<file path="src/rtl/pci_tt_pkg.sv">
package pci_tt_pkg;

  typedef logic [3:0] cmd_t;

  localparam cmd_t CMD_MEM_RD   = 4'b0110;
  localparam cmd_t CMD_MEM_WR   = 4'b0111;
  localparam cmd_t CMD_MEM_RDM  = 4'b1100;
  localparam cmd_t CMD_DUAL     = 4'b1101;
  localparam cmd_t CMD_MEM_RDL  = 4'b1110;
  localparam cmd_t CMD_MEM_WRI  = 4'b1111;

  typedef enum logic [2:0] {
    ST_IDLE    = 3'd0,
    ST_ADDR_HI = 3'd1,
    ST_DECODE  = 3'd2,
    ST_HOLDOFF = 3'd3,
    ST_XFER    = 3'd4,
    ST_TURN    = 3'd5
  } tgt_state_e;

  function automatic logic is_mem_cmd(input cmd_t c);
    case (c)
      CMD_MEM_RD, CMD_MEM_WR, CMD_MEM_RDM, CMD_MEM_RDL, CMD_MEM_WRI: return 1'b1;
      default: return 1'b0;
    endcase
  endfunction

endpackage

</file>
<file path="src/rtl/pci_tt_bus_tracker.sv">
// Follows bus ownership: flags each new address phase (including one that
// arrives the clock after a finished transfer) and remembers who owned the
// transfer that just ended.
module pci_tt_bus_tracker (
  input  logic clk,
  input  logic rst_n,
  input  logic frame_n,
  input  logic irdy_n,
  input  logic trdy_n_bus,
  input  logic stop_n_bus,
  input  logic mine,
  output logic start,
  output logic after_other
);

  logic busy_q, busy_d;
  logic endl_q, endl_d;
  logic prev_mine_q;
  logic bus_end;

  always_comb begin
    bus_end     = busy_q && frame_n && !irdy_n && (!trdy_n_bus || !stop_n_bus);
    start       = !frame_n && !busy_q;
    busy_d      = busy_q;
    if (start) begin
      busy_d = 1'b1;
    end else if (bus_end || (frame_n && irdy_n)) begin
      busy_d = 1'b0;
    end
    endl_d      = bus_end;
    after_other = endl_q && !prev_mine_q;
  end

  always_ff @(posedge clk or negedge rst_n) begin
    if (!rst_n) begin
      busy_q      <= 1'b0;
      endl_q      <= 1'b0;
      prev_mine_q <= 1'b0;
    end else begin
      busy_q <= busy_d;
      endl_q <= endl_d;
      if (bus_end) begin
        prev_mine_q <= mine;
      end
    end
  end

endmodule

</file>
<file path="src/rtl/pci_tt_decoder.sv">
// Window compare on the full 64-bit address, memory commands only.
module pci_tt_decoder
  import pci_tt_pkg::*;
#(
  parameter int               LA_W = 64,
  parameter logic [LA_W-1:0]  BASE = '0,
  parameter logic [LA_W-1:0]  MASK = '0
) (
  input  logic [LA_W-1:0] addr,
  input  cmd_t            cmd,
  output logic            hit
);

  localparam logic [LA_W-1:0] BASE_M = BASE & MASK;

  assign hit = is_mem_cmd(cmd) && ((addr & MASK) == BASE_M);

endmodule

</file>
<file path="src/rtl/pci_tgt_tracker.sv">
module pci_tgt_tracker
  import pci_tt_pkg::*;
#(
  parameter int                AD_W     = 32,
  parameter logic [2*AD_W-1:0] WIN_BASE = 64'h0000_0000_8000_0000,
  parameter logic [2*AD_W-1:0] WIN_MASK = 64'hFFFF_FFFF_FFFF_0000
) (
  input  logic              clk,
  input  logic              rst_n,
  input  logic              frame_n,
  input  logic              irdy_n,
  input  logic [AD_W/8-1:0] cbe_n,
  input  logic [AD_W-1:0]   ad,
  input  logic              trdy_n_bus,
  input  logic              stop_n_bus,
  input  logic              loc_ready,
  input  logic              loc_last,
  output logic              devsel_n_o,
  output logic              devsel_oe,
  output logic              trdy_n_o,
  output logic              trdy_oe,
  output logic              stop_n_o,
  output logic              stop_oe,
  output logic              dp_valid,
  output logic [2*AD_W-1:0] dp_addr,
  output logic [3:0]        dp_cmd,
  output logic [AD_W/8-1:0] dp_be,
  output logic [AD_W-1:0]   dp_wdata
);

  localparam int LA_W = 2 * AD_W;
  localparam int BE_W = AD_W / 8;

  // reset: asserted asynchronously, released on the clock
  logic [1:0] rst_sync_q;
  logic       rst_int_n;

  always_ff @(posedge clk or negedge rst_n) begin
    if (!rst_n) rst_sync_q <= '0;
    else        rst_sync_q <= {rst_sync_q[0], 1'b1};
  end
  assign rst_int_n = rst_sync_q[1];

  tgt_state_e      st_q, st_d;
  logic [LA_W-1:0] addr_q, addr_d;
  cmd_t            cmd_q, cmd_d;
  logic            dly_q, dly_d;
  logic            trk_start, after_other, hit, in_xfer, phase_done, final_phase;

  assign in_xfer     = (st_q == ST_XFER);
  assign phase_done  = in_xfer && loc_ready && !irdy_n;
  assign final_phase = in_xfer && frame_n && !irdy_n && (loc_ready || loc_last);

  pci_tt_bus_tracker u_trk (
    .clk         (clk),
    .rst_n       (rst_int_n),
    .frame_n     (frame_n),
    .irdy_n      (irdy_n),
    .trdy_n_bus  (trdy_n_bus),
    .stop_n_bus  (stop_n_bus),
    .mine        (in_xfer),
    .start       (trk_start),
    .after_other (after_other)
  );

  pci_tt_decoder #(
    .LA_W (LA_W),
    .BASE (WIN_BASE),
    .MASK (WIN_MASK)
  ) u_dec (
    .addr (addr_q),
    .cmd  (cmd_q),
    .hit  (hit)
  );

  // next state
  always_comb begin
    st_d   = st_q;
    addr_d = addr_q;
    cmd_d  = cmd_q;
    dly_d  = dly_q;
    if (trk_start) begin
      addr_d = {{AD_W{1'b0}}, ad};
      cmd_d  = cmd_t'(cbe_n);
      dly_d  = after_other;
      st_d   = (cmd_t'(cbe_n) == CMD_DUAL) ? ST_ADDR_HI : ST_DECODE;
    end else begin
      case (st_q)
        ST_ADDR_HI: begin
          addr_d[LA_W-1:AD_W] = ad;
          cmd_d               = cmd_t'(cbe_n);
          st_d                = ST_DECODE;
        end
        ST_DECODE:  st_d = hit ? (dly_q ? ST_HOLDOFF : ST_XFER) : ST_IDLE;
        ST_HOLDOFF: st_d = ST_XFER;
        ST_XFER: begin
          if (phase_done)  addr_d = addr_q + LA_W'(BE_W);
          if (final_phase) st_d   = ST_TURN;
        end
        ST_TURN:    st_d = ST_IDLE;
        default:    st_d = ST_IDLE;
      endcase
    end
  end

  // registers
  always_ff @(posedge clk or negedge rst_int_n) begin
    if (!rst_int_n) begin
      st_q   <= ST_IDLE;
      addr_q <= '0;
      cmd_q  <= '0;
      dly_q  <= 1'b0;
    end else begin
      st_q <= st_d;
      if (trk_start || st_q == ST_ADDR_HI || phase_done) begin
        addr_q <= addr_d;
      end
      if (trk_start || st_q == ST_ADDR_HI) begin
        cmd_q <= cmd_d;
      end
      if (trk_start) begin
        dly_q <= dly_d;
      end
    end
  end

  // pin drive
  always_comb begin
    devsel_oe  = in_xfer || (st_q == ST_TURN);
    trdy_oe    = devsel_oe;
    stop_oe    = devsel_oe;
    devsel_n_o = !in_xfer;
    trdy_n_o   = !(in_xfer && loc_ready);
    stop_n_o   = !(in_xfer && loc_last);
  end

  assign dp_valid = phase_done;
  assign dp_addr  = addr_q;
  assign dp_cmd   = cmd_q;
  assign dp_be    = ~cbe_n;
  assign dp_wdata = ad;

endmodule

</file>
<file path="config.mk">
export PLATFORM = sky130hd
export DESIGN_NAME = pci_tgt_tracker
export DESIGN_NICKNAME = d
export VERILOG_FILES = /design/src/rtl/pci_tt_pkg.sv /design/src/rtl/pci_tt_bus_tracker.sv /design/src/rtl/pci_tt_decoder.sv /design/src/rtl/pci_tgt_tracker.sv
export SDC_FILE = /design/constraint.sdc
export NUM_CORES = 1
export LEC_CHECK = 0
export BUFFER_PORTS_ARGS = -buffer_cell sky130_fd_sc_hd__buf_2
export CAP_MARGIN = 25
export CORE_ASPECT_RATIO = 1.2
export CORE_UTILIZATION = 30
export DETAILED_ROUTE_END_ITERATION = 7
export PLACE_DENSITY = 0.6
export RECOVER_POWER = 25
export SYNTH_ARGS = -nofsm -noshare
export SYNTH_HDL_FRONTEND = slang
export SYNTH_HIERARCHICAL = 1
export SYNTH_SLANG_ARGS = --single-unit
</file>
<file path="constraint.sdc">
create_clock -name clk -period 5.8 [get_ports clk]
set_input_delay 0.29 -clock clk [delete_from_list [all_inputs] [get_ports clk]]
set_output_delay 0.29 -clock clk [all_outputs]
set_load 0.005 [all_outputs]
</file>
Word level (Yosys, flattened, before mapping). Index checks and enable logic that the tools add are counted.

Bitwise gates (word level): 1. Reduce and logical (&&, ||, !) cells: 37. Equality and inequality tests: 14. Multiplexer cells: 15. Add/sub/neg operators: 1.

Operators with widths (count): two-way mux 64 bit (2); adder 64 x 3 -> 64 bit (second input constant) (1); one-hot mux 32 bit (2 select lines) (1); == test 48 x 16 -> 1 bit (second input constant) (1); two-way mux 32 bit (1); == test 4 bit (second input constant) (4); logical AND 1 bit (13); two-way mux 3 bit (4); one-hot mux 3 bit (4 select lines) (1); logical NOT 1 bit (9); == test 4 x 3 -> 1 bit (second input constant) (2); two-way mux 4 bit (2); nonzero test 2 bit (4); == test 3 x 2 -> 1 bit (second input constant) (2); == test 3 bit (second input constant) (2); logical OR 1 bit (6); != test 3 x 2 -> 1 bit (second input constant) (2); AND reduction 3 bit (2); OR reduction 5 bit (1); inverter 4 bit (1); == test 3 x 1 -> 1 bit (second input constant) (1); two-way mux 1 bit (3); nonzero test 3 bit (1); two-way mux 2 bit (1); AND reduction 2 bit (1).

Bits in registers: 77. Logic and storage cells: 77. Input port bits: 44. Output and inout bits: 111.

Logic depth before layout (Yosys ltp). Gate-level depths: netlist (run 1).

Depth after elaboration: 7. Mapped depth: 10. Depth with buffers taken out: 7.

Hierarchy. The synthesis (run 1) kept the hierarchy.

By module, submodules not included: pci_tgt_tracker (area an instance 4842.1 um^2, sequential area each 1851.8 um^2, instances 1, cells each 578); pci_tt_decoder (area an instance 151.4 um^2, sequential area each 0.0 um^2, instances 1, cells each 19); pci_tt_bus_tracker (area an instance 128.9 um^2, sequential area each 75.1 um^2, instances 1, cells each 10).

Worst setup path after synthesis (run 1). No wires, ideal clock.

Path type: register to register. Start point: reg st_q[1]. End point: reg addr_q[31], in the netlist dp_addr[31]. Period minus slack after synthesis: 2.235 ns. Data required time: 5.675 ns. Arrival time: 2.110 ns. Path buffers: 1. Cell stages (with the launch flop): 9. Setup slack: 3.565 ns. Cell sequence: dfrtp_1 clkbuf_2 nor3b_4 inv_2 or3_1 nor4_4 nand2_1 xnor2_1 mux2_2.

Word-level cells in the longest chain between the ends: 5. Elaborated cells between the ends (all ways): 9. Classes of those cells: eq/ne (2); reduce/logical (7).

Ends and longest elaborated chain: start: declaration (line pci_tgt_tracker.sv:44) `tgt_state_e st_q, st_d;`; start signal: assignment (line pci_tgt_tracker.sv:114) `st_q <= st_d;`; == test 3 bit * (line pci_tgt_tracker.sv:50) `assign in_xfer = (st_q == ST_XFER);`; named net in_xfer (line pci_tgt_tracker.sv:48) `logic trk_start, after_other, hit, in_xfer, phase_done, final_phase;`; logical AND 1 bit (2 in series) (line pci_tgt_tracker.sv:51) `assign phase_done = in_xfer && loc_ready && !irdy_n;`; nonzero test 2 bit (no source line) or logical OR 1 bit (tied branches); AND reduction 3 bit (no source line) *; end signal: assignment (line pci_tgt_tracker.sv:116) `addr_q <= addr_d;`; end: declaration (line pci_tgt_tracker.sv:45) `logic [LA_W-1:0] addr_q, addr_d;`.

Mark *: on every way through the listed nets, which the timed path passes. The rest lies on a longest branch. A chain may end at the register's enable or synchronous reset.

Worst setup path after layout (run 1).
Start point: reg st_q[0]. End point: reg addr_q[57], in the netlist dp_addr[57].

Word-level cells in the longest chain between the ends: 5. Elaborated cells between the ends (all ways): 11. Classes of those cells: eq/ne (3); mux (2); reduce/logical (6).

Ends and longest elaborated chain (line): == test 3 bit * (pci_tgt_tracker.sv:50); named net in_xfer (pci_tgt_tracker.sv:48); logical AND 1 bit (2 in series) (pci_tgt_tracker.sv:51); != test 3 x 2 -> 1 bit (no source line) or logical OR 1 bit (tied branches); AND reduction 3 bit (no source line).

Marked as above.

==> impl_metrics.py, run 1 <==
metrics = {
    "run_status": {
        "outcome": "finished, final reports clean",
    },
    "global_routing": {
        "track_usage": 0.211,
        "overflow": 0,
        "grt_pass1_vias": 4847,
        "grt_pass1_wl_um": 28300,
        "grt_antenna_before_repair": 0,
        "grt_max_degree": 79,
    },
    "timing": {
        "fmax_mhz": 334,
        "finalSetupViolations": 0,
        "drv_slew": 0,
        "fin_crit_ps": 3000,
        "setup_ws_ps": 2800,
        "fin_tns_setup_ps": 0,
        "rsz0062_at_grt": "false",
        "hold_slack_ps": 183,
        "fin_skew_ps": 10.0,
        "fin_crit_sh": 0.517,
        "tightest_slew_ps": 1340,
        "finalHoldViolCount": 0,
        "slew_headroom": 0.108,
    },
    "clocking": {
        "numCtsBuffers": 9,
        "clk_pin_slew_ps": 60,
        "cts_setup_buffers": 0,
        "cts_num_sinks": 77,
        "cts_tree": "yes",
        "clkLatencyLatePin_ps": 350,
        "cts_max_level": 3,
        "clock_path_buffers": 2,
        "clockRootBuffer": "clkbuf_16",
    },
    "setup_path": {
        "cp-start-kind": "register",
        "cp.required_ps": 6080,
        "end_kind": "register",
        "cp.arrival_ps": 3280,
        "crit_type": "reg -> reg",
        "crit_fanout": 40,
    },
    "synth": {
        "netlist_instances": 607,
        "synth-seq-cells": 77,
        "synthFlopType": "dfrtp_1",
        "synth_area_leaders": "dfrtp_1 38%, nand2_1 7.3%, o21ai_0 5.5%",
        "ys_seq_area_frac": 0.376,
        "syn_nets": 652,
        "syn_area_per_cell_sq_um": 8.44,
        "synth_cell_types": 66,
        "synth.most_common_cell": "nand2_1",
        "yosysWarnings": 6,
        "synth_largest_area_cell": "dfrtp_1",
        "synth_edf_count": 0,
        "synth_top_area_frac": 0.376,
        "synthArstFlopShare": 1.00,
        "netlist_area_sq_um": 5120,
        "synth_common_cells": "99 x nand2_1, 77 x dfrtp_1, 56 x o21ai_0, 36 x buf_4, 34 x nor2_1",
    },
    "floorplan": {
        "die_w_um": 121,
        "core-area_sq_um": 16500,
        "rows": 51,
        "start_util": 0.311,
        "io_pins": 155,
        "die_h_um": 145,
        "die_area_sq_um": 17600,
    },
    "pwr": {
        "intPower_mw": 0.971,
        "sw_frac_of_total": 0.297,
        "combPwrFrac": 0.149,
        "p_switching_mw": 0.410,
        "power_mw": 1.38,
        "peakVddDrop_v": 0.000121,
        "p_leak_nw": 2.60,
        "power.density_nw_per_um2": 228,
        "seqPwrFrac": 0.481,
        "clkPwrFrac": 0.370,
    },
    "routing": {
        "drcViolationCount": 0,
        "ant_nets": 0,
        "dr.pass1.iters": 5,
        "via_per_inst": 5.47,
        "drt-wirelength-per-cell_um": 19.5,
        "dr_total_vias": 5082,
        "routed_wl_um": 18100,
        "drt-initial-drc-count": 360,
    },
    "final_layout": {
        "diodes": 0,
        "synthToLayoutAreaGrowth_pct": 18.4,
        "nNetsFinal": 760,
        "instances_no_fill": 929,
        "drive_above_1_share": 0.233,
    },
    "place": {
        "hpwl_um": 13500,
        "placed_cells": 914,
        "dpl_worst_slack_ps": 2880,
        "place.gp.congestion": 0.901,
        "io_buffers": 154,
    },
    "run": {
        "cap_violations": 0,
    },
    "worst_hold_path": {
        "hp-class": "in -> reg",
    },
}
-- metal layers --
layer | part of all wire | vias to the layer above | wire length [um] | track usage
li1 | - | 2396 | - | -
met1 | 0.42 | 2447 | 7630 | 0.283
met2 | 0.48 | 214 | 8650 | 0.334
met3 | 0.076 | 25 | 1380 | 0.0369
met4 | 0.023 | 0 | 420 | 0.0858
met5 | 0 | - | 0 | 0
-- critical path: stages (launching register included) --
cell and delay, ps:
dfrtp_1 460, nor3b_4 490, inv_2 420, nor2_1 270
nand2_1 460, or4_1 650, nand2_1 80, a221o_1 100
-- what timing repair did --
action | 4_1_cts | 5_1_grt
endpoints found under the hold margin | 2 | 0
resized for setup | 0 | 0
setup endpoints to repair | 0 | 0
hold buffers | 1 | 0
-- cell type report --
class,instances,area (sq um)
flip-flops and latches,77,1930
clock inverters,2,12.5
repair buffers,159,791
fillers,1798,10400
inverters,9,33.8
multi-input cells,459,2790
well taps,212,265
clock buffers,11,243
-- path summary, 6_finish.rpt --
check                                        start                  endpoint  slack [ps]  cells after the start
min reg2reg                rst_sync_q[0]$_DFF_PN0_   rst_sync_q[1]$_DFF_PN0_         350                      0
max in group asynchronous  rst_sync_q[1]$_DFF_PN0_    dp_addr[0]$_DFFE_PN0P_        4370                      1
max reg2reg                    st_q[0]$_DFFE_PN0P_   dp_addr[57]$_DFFE_PN0P_        2800                      7
min                                        frame_n  u_trk/busy_q$_DFFE_PN0P_         180                      2
min in group asynchronous                    rst_n   rst_sync_q[0]$_DFF_PN0_         250                      2
max                            st_q[0]$_DFFE_PN0P_   dp_addr[57]$_DFFE_PN0P_        2800                      7
-- cells in the final DEF, fill, tap and decap left out, types with 3 or more instances in the layout --
master | netlist | final
dfrtp_1 | 77 | 77
mux2_2 | 4 | 4
nor3_1 | 15 | 15
nor4_1 | 19 | 19
clkbuf_16 | 0 | 9
nand4_1 | 21 | 21
o41ai_1 | 6 | 6
xor2_1 | 14 | 14
nand2_1 | 99 | 99
o21ai_0 | 56 | 56
inv_1 | 8 | 8
o22ai_1 | 7 | 7
buf_4 | 36 | 3
mux2i_1 | 6 | 6
xnor2_1 | 19 | 19
and4_1 | 9 | 9
nor4_2 | 5 | 5
a22o_1 | 3 | 3
nand2b_1 | 7 | 7
o21a_1 | 3 | 3
a221o_1 | 3 | 3
nor2_1 | 34 | 33
o31ai_1 | 4 | 4
o211ai_1 | 4 | 4
clkbuf_1 | 22 | 33
and3_1 | 15 | 15
nand3_1 | 28 | 28
a21oi_1 | 25 | 24
a22oi_1 | 8 | 8
buf_2 | 1 | 122
or3_1 | 3 | 3
a21o_1 | 3 | 3
-- power groups by stage --
stage	clock (mW)	combinational, mW	sequential, mW
final	0.512	0.206	0.664
after global routing	0.546	0.230	0.672
after CTS	0.524	0.202	0.670
after detailed placement	0	0.201	0.679
after global placement	0	0.199	0.679
after floorplan	0	0.114	0.654
-- cell families after synthesis --
kind of cell             Yosys count  synth area share
buffers and inverters             71            0.0806
flip-flops                        77             0.376
adder cells (fa/ha/maj)            1           0.00244
multiplexers                      11            0.0234
AND/OR/NAND/NOR                  278             0.298
XOR/XNOR                          33            0.0564
other                              1          0.000732
AO/OA/AOI/OAI                    135             0.162
-- through the flow --
stage / instance area, sq um / util
6_report: 6070 / 0.368
3_5_place_dp: 5820 / 0.353
5_1_grt: 6070 / 0.368
3_3_place_gp: 5820 / 0.353
4_1_cts: 6080 / 0.369
2_1_floorplan: 5120 / -
-- flip-flops by register name, summed over array words and instances, names as in the netlist --
register           count
rst_sync_q             2
u_trk/prev_mine_q      1
u_trk/endl_q           1
dly_q                  1
u_trk/busy_q           1
dp_cmd                 4
st_q                   3
dp_addr               64
(Power assumes the default switching activity.)
==> inputs of run 2 (changes only) <==
==> constraint.sdc (replaced) <==
create_clock -name clk -period 3.1 [get_ports clk]
set_input_delay 0.155 -clock clk [delete_from_list [all_inputs] [get_ports clk]]
set_output_delay 0.155 -clock clk [all_outputs]
set_load 0.005 [all_outputs]
==> run 2 against run 1 <==
  * The flow now finishes with violations (capacitance limit, slew limit)
  * Flip-flop and latch count stayed put
  * Total power grew 110%
  * Non-clock buffer count up 12
  * Combinational power grew 88%
  * Sequential share of layout area decreased by 0.82 points
  * Core utilization increased by 0.97 points
  * Sequential power rose by 87%
  * First-iteration DRC count increased by 28%
  * Final cell count rose by 1.6%
  * Clock-buffer cell count unchanged
  * Hold slack got worse by 140 ps
  * Largest power group is now the clock network
==> impl_metrics.py, run 2 (synthesized netlist as in run 1, its figures left out) <==
metrics = {
    "run_status": {
        "outcome": "finished, violations left",
        "violations": "capacitance limit, slew limit",
    },
    "floorplan": {
        "rows": 51,
        "start_util": 0.311,
        "die_w_um": 121,
        "core-area_sq_um": 16500,
        "die_area_sq_um": 17600,
        "die_h_um": 145,
        "io_pins": 155,
    },
    "setup_path": {
        "crit_fanout": 11,
        "cp.required_ps": 3340,
        "end_kind": "register",
        "r2r_start": "dp_addr[34]$_DFFE_PN0P_",
        "worst-path-buf-inv": 0,
        "cp-start-kind": "register",
        "cp.arrival_ps": 2900,
        "critPathSlowestCell": "dfrtp_1",
        "crit_type": "reg -> reg",
        "path_cells": "nand4_1 -> nor4_1 -> nand4_1 -> nor4_1 -> o22ai_1 -> a21o_1",
        "cpLargestDelayFamily": "simple AND/OR/NAND/NOR gates",
        "slowest_delay_ps": 600,
        "ff2ff_setup_slack_ps": 440,
        "worstSetupStartpoint": "dp_addr[34]$_DFFE_PN0P_",
    },
    "routing": {
        "dr.pass1.iters": 5,
        "ant_nets": 0,
        "routed_wl_um": 18700,
        "drt-initial-drc-count": 462,
        "drt-wirelength-per-cell_um": 19.8,
        "dr_total_vias": 5215,
        "drcViolationCount": 0,
        "via_per_inst": 5.52,
    },
    "global_routing": {
        "grt_antenna_before_repair": 0,
        "grt_pass1_vias": 4969,
        "grt_max_degree": 51,
        "track_usage": 0.219,
        "overflow": 0,
        "grt_pass1_wl_um": 29200,
    },
    "pwr": {
        "combPwrFrac": 0.134,
        "peakVddDrop_v": 0.000225,
        "sw_frac_of_total": 0.279,
        "p_switching_mw": 0.804,
        "intPower_mw": 2.08,
        "power_mw": 2.88,
        "power.density_nw_per_um2": 463,
        "clkPwrFrac": 0.437,
        "p_leak_nw": 2.68,
        "seqPwrFrac": 0.429,
    },
    "final_layout": {
        "largest_reg_flops": 64,
        "post-route-util": 0.378,
        "fillers": 1733,
        "nNetsFinal": 772,
        "multi_input_area_sq_um": 2790,
        "synthToLayoutAreaGrowth_pct": 21.5,
        "final_common_cell": "buf_2",
        "regArea_sq_um": 1930,
        "diodes": 0,
        "final_cell_mix": "119 x buf_2, 99 x nand2_1, 77 x dfrtp_1",
        "drive_above_1_share": 0.245,
    },
    "timing": {
        "fin_crit_sh": 0.857,
        "rsz0062_at_grt": "false",
        "finalHoldViolCount": 0,
        "fin_skew_ps": 11.8,
        "slew_headroom": -0.308,
        "drv_slew": 46,
        "fin_crit_ps": 2660,
        "tightest_slew_ps": 1960,
        "fin_tns_setup_ps": 0,
        "finalSetupViolations": 0,
        "fmax_mhz": 376,
        "setup_ws_ps": 444,
    },
    "clocking": {
        "clockRootBuffer": "clkbuf_16",
        "clkLatencyLatePin_ps": 350,
        "clk_pin_slew_ps": 60,
        "clock_path_buffers": 2,
        "cts_tree": "yes",
        "cts_num_sinks": 77,
        "numCtsBuffers": 9,
        "cts_setup_buffers": 0,
        "cts_max_level": 3,
    },
    "worst_hold_path": {
        "hp-class": "in -> reg",
        "worstHoldStart": "ad[6]",
    },
    "place": {
        "place.gp.congestion": 0.902,
        "io_buffers": 154,
        "hpwl_um": 14200,
        "dpl_worst_slack_ps": 502,
    },
    "run": {
        "cap_violations": 1,
    },
}
==> run 2: cell types whose count changed in the layout (fill, tap and decap cells not counted) <==
cell and change:
inv_6 +1, buf_2 -3, clkinv_2 -1, clkbuf_1 +3, buf_4 +13, buf_16 -1
bufinv_16 +3
==> run 2: worst reg2reg max path: stages, from the launching register on <==
cell and delay, ps:
dfrtp_1 600, nand4_1 230, nor4_1 540, nand4_1 390, nor4_1 490, o22ai_1 110, a21o_1 190
==> run 2: timing repair <==
item                                   in CTS  in global routing
hold buffers                                1                  0
endpoints found under the hold margin       2                  0
gates resized for setup                     0                  0
setup endpoints to repair                   0                  0
==> run 2: layout make-up <==
class                           instances  share of cell area
Tap cell                              212              0.0426
Timing Repair Buffer                  171               0.138
Inverter                                9             0.00543
Sequential cell                        77               0.309
Clock buffer                           11              0.0390
Clock inverter                          5              0.0171
Multi-Input combinational cell        459               0.449
==> run 2: final timing paths <==
check                           depth (start not counted)                       to
worst max-delay path                                    6  dp_addr[62]$_DFFE_PN0P_
worst max register to register                          6  dp_addr[62]$_DFFE_PN0P_
min in group asynchronous                               2  rst_sync_q[0]$_DFF_PN0_
max in group asynchronous                               0  dp_addr[11]$_DFFE_PN0P_
worst min register to register                          0  rst_sync_q[1]$_DFF_PN0_
worst min-delay path                                    3   dp_addr[6]$_DFFE_PN0P_
==> run 2: routing by layer <==
| metal | vias up | part of all wire | GRT usage |
|---|---|---|---|
| li1 | 2431 | - | - |
| met1 | 2499 | 0.41 | 0.281 |
| met2 | 249 | 0.47 | 0.336 |
| met3 | 36 | 0.093 | 0.0676 |
| met4 | 0 | 0.030 | 0.0938 |
| met5 | - | 0 | 0 |
==> run 2: power by group through the flow <==
stage,Clock (mW),Combinational [mW],Sequential [mW]
3_5_place_dp,0,0.394,1.26
3_3_place_gp,0,0.396,1.25
5_1_grt,1.32,0.432,1.26
6_report,1.26,0.387,1.24
4_1_cts,1.27,0.398,1.24
2_1_floorplan,0,0.214,1.22
==> run 2: metrics by stage <==
step	hold WS, ps	std cells	cell area, sq um
detailed placement	-59.3	927	5910
global route	60.6	944	6230
floorplan	-141	607	5120
finish	46.2	944	6230
global placement	-59.2	927	5910
CTS	40.8	944	6270
==> inputs of run 3 (changes only) <==
--- a/config.mk
+++ b/config.mk
@@ -5,12 +5,13 @@
 export SDC_FILE = /design/constraint.sdc
 export NUM_CORES = 1
 export LEC_CHECK = 0
+export ABC_AREA = 1
 export BUFFER_PORTS_ARGS = -buffer_cell sky130_fd_sc_hd__buf_2
 export CAP_MARGIN = 25
 export CORE_ASPECT_RATIO = 1.2
 export CORE_UTILIZATION = 30
 export DETAILED_ROUTE_END_ITERATION = 7
-export PLACE_DENSITY = 0.6
+export PLACE_DENSITY = 0.59
 export RECOVER_POWER = 25
 export SYNTH_ARGS = -nofsm -noshare
 export SYNTH_HDL_FRONTEND = slang
==> run 3 against run 2 <==
  * The flow now finishes without violations
  * Register-to-register slack improved by 400 ps
  * Critical path depth rose by 4
  * Largest power group is now registers
  * Via count rose by 24%
  * First-iteration DRC count rose by 6.5%
  * Worst setup slack improved by 400 ps
  * Wire length rose by 21%
  * Final cell count rose by 41%
==> impl_metrics.py, run 3 <==
metrics = {
    "synth": {
        "synth-xor-area-share": 0.0430,
        "synthArstFlopShare": 1.00,
        "synth.most_common_cell": "nand2_1",
        "synth_mux_area_frac": 0,
        "synth_common_cells": "324 x nand2_1, 170 x nor2_1, 109 x inv_1, 77 x dfrtp_1, 50 x nand3_1",
        "synth_compound_gate_area_share": 0.105,
        "ys_seq_area_frac": 0.326,
        "synth-simple-area-share": 0.392,
        "synth_top_area_frac": 0.326,
        "synth_area_leaders": "dfrtp_1 33%, nand2_1 21%, nor2_1 11%",
        "synth_top_family_by_area": "simple AND/OR/NAND/NOR gates",
        "synth_edf_count": 0,
        "synth_cell_types": 37,
        "synth-seq-cells": 77,
        "yosys.area_share.adder": 0.00212,
        "netlist_instances": 954,
        "synthFlopType": "dfrtp_1",
        "netlist_area_sq_um": 5910,
        "yosysWarnings": 6,
        "syn_nets": 999,
        "synth_largest_area_cell": "dfrtp_1",
        "syn_area_per_cell_sq_um": 6.19,
    },
    "clocking": {
        "cts_tree": "yes",
        "clkLatencyLatePin_ps": 360,
        "numCtsBuffers": 9,
        "clockRootBuffer": "clkbuf_16",
        "clock_path_buffers": 2,
        "cts_setup_buffers": 0,
        "cts_num_sinks": 77,
        "cts_max_level": 3,
        "clk_pin_slew_ps": 60,
    },
    "setup_path": {
        "end_kind": "register",
        "cp-start-kind": "register",
        "r2r_start": "dp_addr[2]$_DFFE_PN0P_",
        "worstSetupStartpoint": "dp_addr[2]$_DFFE_PN0P_",
        "crit_fanout": 6,
        "cp.required_ps": 3340,
        "r2r_end": "dp_addr[56]$_DFFE_PN0P_",
        "ff2ff_setup_slack_ps": 850,
        "crit_type": "reg -> reg",
        "reg2reg_depth": 10,
        "cp.arrival_ps": 2500,
    },
    "timing": {
        "slew_headroom": 0.115,
        "tightest_slew_ps": 1330,
        "rsz0062_at_grt": "false",
        "setup_ws_ps": 847,
        "fin_tns_setup_ps": 0,
        "fin_crit_sh": 0.727,
        "fin_skew_ps": 8.51,
        "finalSetupViolations": 0,
        "fmax_mhz": 444,
        "fin_crit_ps": 2250,
        "drv_slew": 0,
        "finalHoldViolCount": 0,
    },
    "routing": {
        "routed_wl_um": 22600,
        "drt-initial-drc-count": 492,
        "via_per_inst": 4.83,
        "drcViolationCount": 0,
        "dr_total_vias": 6449,
        "dr.pass1.iters": 5,
        "drt-wirelength-per-cell_um": 17.0,
        "ant_nets": 0,
    },
    "global_routing": {
        "track_usage": 0.232,
        "grt_pass1_wl_um": 34600,
        "grt_antenna_before_repair": 0,
        "grt_pass1_vias": 6007,
        "overflow": 0,
        "grt_max_degree": 76,
    },
    "place": {
        "placed_cells": 1316,
        "postPlaceCellArea_sq_um": 6710,
        "dpl_worst_slack_ps": 880,
        "place.gp.congestion": 1.01,
        "hpwl_um": 17500,
        "io_buffers": 154,
    },
    "final_layout": {
        "largest_reg_flops": 64,
        "fillers": 2117,
        "final_cell_mix": "324 x nand2_1, 170 x nor2_1, 135 x buf_2",
        "final_common_cell": "nand2_1",
        "synthToLayoutAreaGrowth_pct": 19.1,
        "diodes": 0,
        "drive_above_1_share": 0.160,
        "fin_area_sq_um": 7030,
        "nNetsFinal": 1118,
        "instances_no_fill": 1334,
    },
    "worst_hold_path": {
        "hold_depth": 2,
        "worstHoldStart": "frame_n",
        "min_to": "u_trk/busy_q$_DFFE_PN0P_",
        "hp-class": "in -> reg",
    },
    "pwr": {
        "power.density_nw_per_um2": 531,
        "power_mw": 3.74,
        "p_leak_nw": 3.27,
        "peakVddDrop_v": 0.000247,
    },
    "floorplan": {
        "rows": 55,
        "die_h_um": 156,
        "die_w_um": 130,
        "die_area_sq_um": 20300,
        "core-area_sq_um": 19100,
        "io_pins": 155,
        "start_util": 0.310,
    },
    "run_status": {
        "outcome": "finished, final reports clean",
    },
    "run": {
        "cap_violations": 0,
    },
}
[run 3: cell count changes in the layout (fill, tap and decap cells not counted), sizes merged, moves of 16 or more]
cell / delta
o21ai: -22
inv: +103
nor2: +141
o21bai: +18
nand2: +226
nand3: +22
nor4: -25
clkbuf: -16
[run 3: cell type report]
class | count | area (sq um) | area share
multi-input cells | 709 | 3210 | 0.456
flip-flops and latches | 77 | 1930 | 0.274
inverters | 113 | 424 | 0.0603
clock inverters | 5 | 75.1 | 0.0107
well taps | 256 | 320 | 0.0455
clock buffers | 11 | 243 | 0.0345
repair buffers | 163 | 837 | 0.119
[run 3: power breakdown]
part	switching [mW]	internal, mW	total (mW)
sequential	0.386	1.19	1.57
clock	0.436	0.723	1.16
combinational	0.582	0.423	1.01
total	1.40	2.33	3.74
[run 3: worst max-delay path by stage]
stage | endpoint | cells after the start | slack, ps
floorplan | dly_q$_DFFE_PN0P_ | 0 | 800
global placement | dp_addr[36]$_DFFE_PN0P_ | 10 | 890
detailed placement | dp_addr[36]$_DFFE_PN0P_ | 10 | 880
CTS | dp_addr[36]$_DFFE_PN0P_ | 10 | 850
global route | dp_addr[56]$_DFFE_PN0P_ | 10 | 580
finish | dp_addr[56]$_DFFE_PN0P_ | 10 | 850
[run 3: cells by family (layout without fill, tap and decap cells)]
kind of cell	Yosys count	after routing
other cells	1	1
fa+ha+maj	1	1
simple gates	572	572
buf+inv	168	292
flops	77	77
xor+xnor	29	29
compound gates	106	106
[run 3: worst max-delay path, stage by stage (launching register included)]
cell	delay (ps)
dfrtp_1	460
ha_1	230
inv_1	60
nor2_2	260
nand2_1	150
nor2_2	390
nand2_1	200
o21ai_0	200
nand3_1	90
nand2_1	80
nand2_1	40
[run 3: stage by stage]
step,util,hold slack [ps]
2_1_floorplan,-,-141
3_3_place_gp,0.352,-58.4
3_5_place_dp,0.352,-56.3
4_1_cts,0.369,15.6
5_1_grt,0.369,28.6
6_report,0.369,17.8
[run 3: per-layer routing]
layer  GRT usage  part of all wire  vias up
li1            -                 -     3188
met1       0.291              0.42     2959
met5           0                 0        -
met2       0.379              0.47      260
met4       0.121             0.039        0
met3      0.0350             0.064       42
[run 3: what timing repair did]
| item | in CTS | in global routing |
|---|---|---|
| setup endpoints to repair | 0 | 0 |
| resized for setup | 0 | 0 |
| hold buffers | 1 | 0 |
| hold endpoints to repair | 2 | 0 |
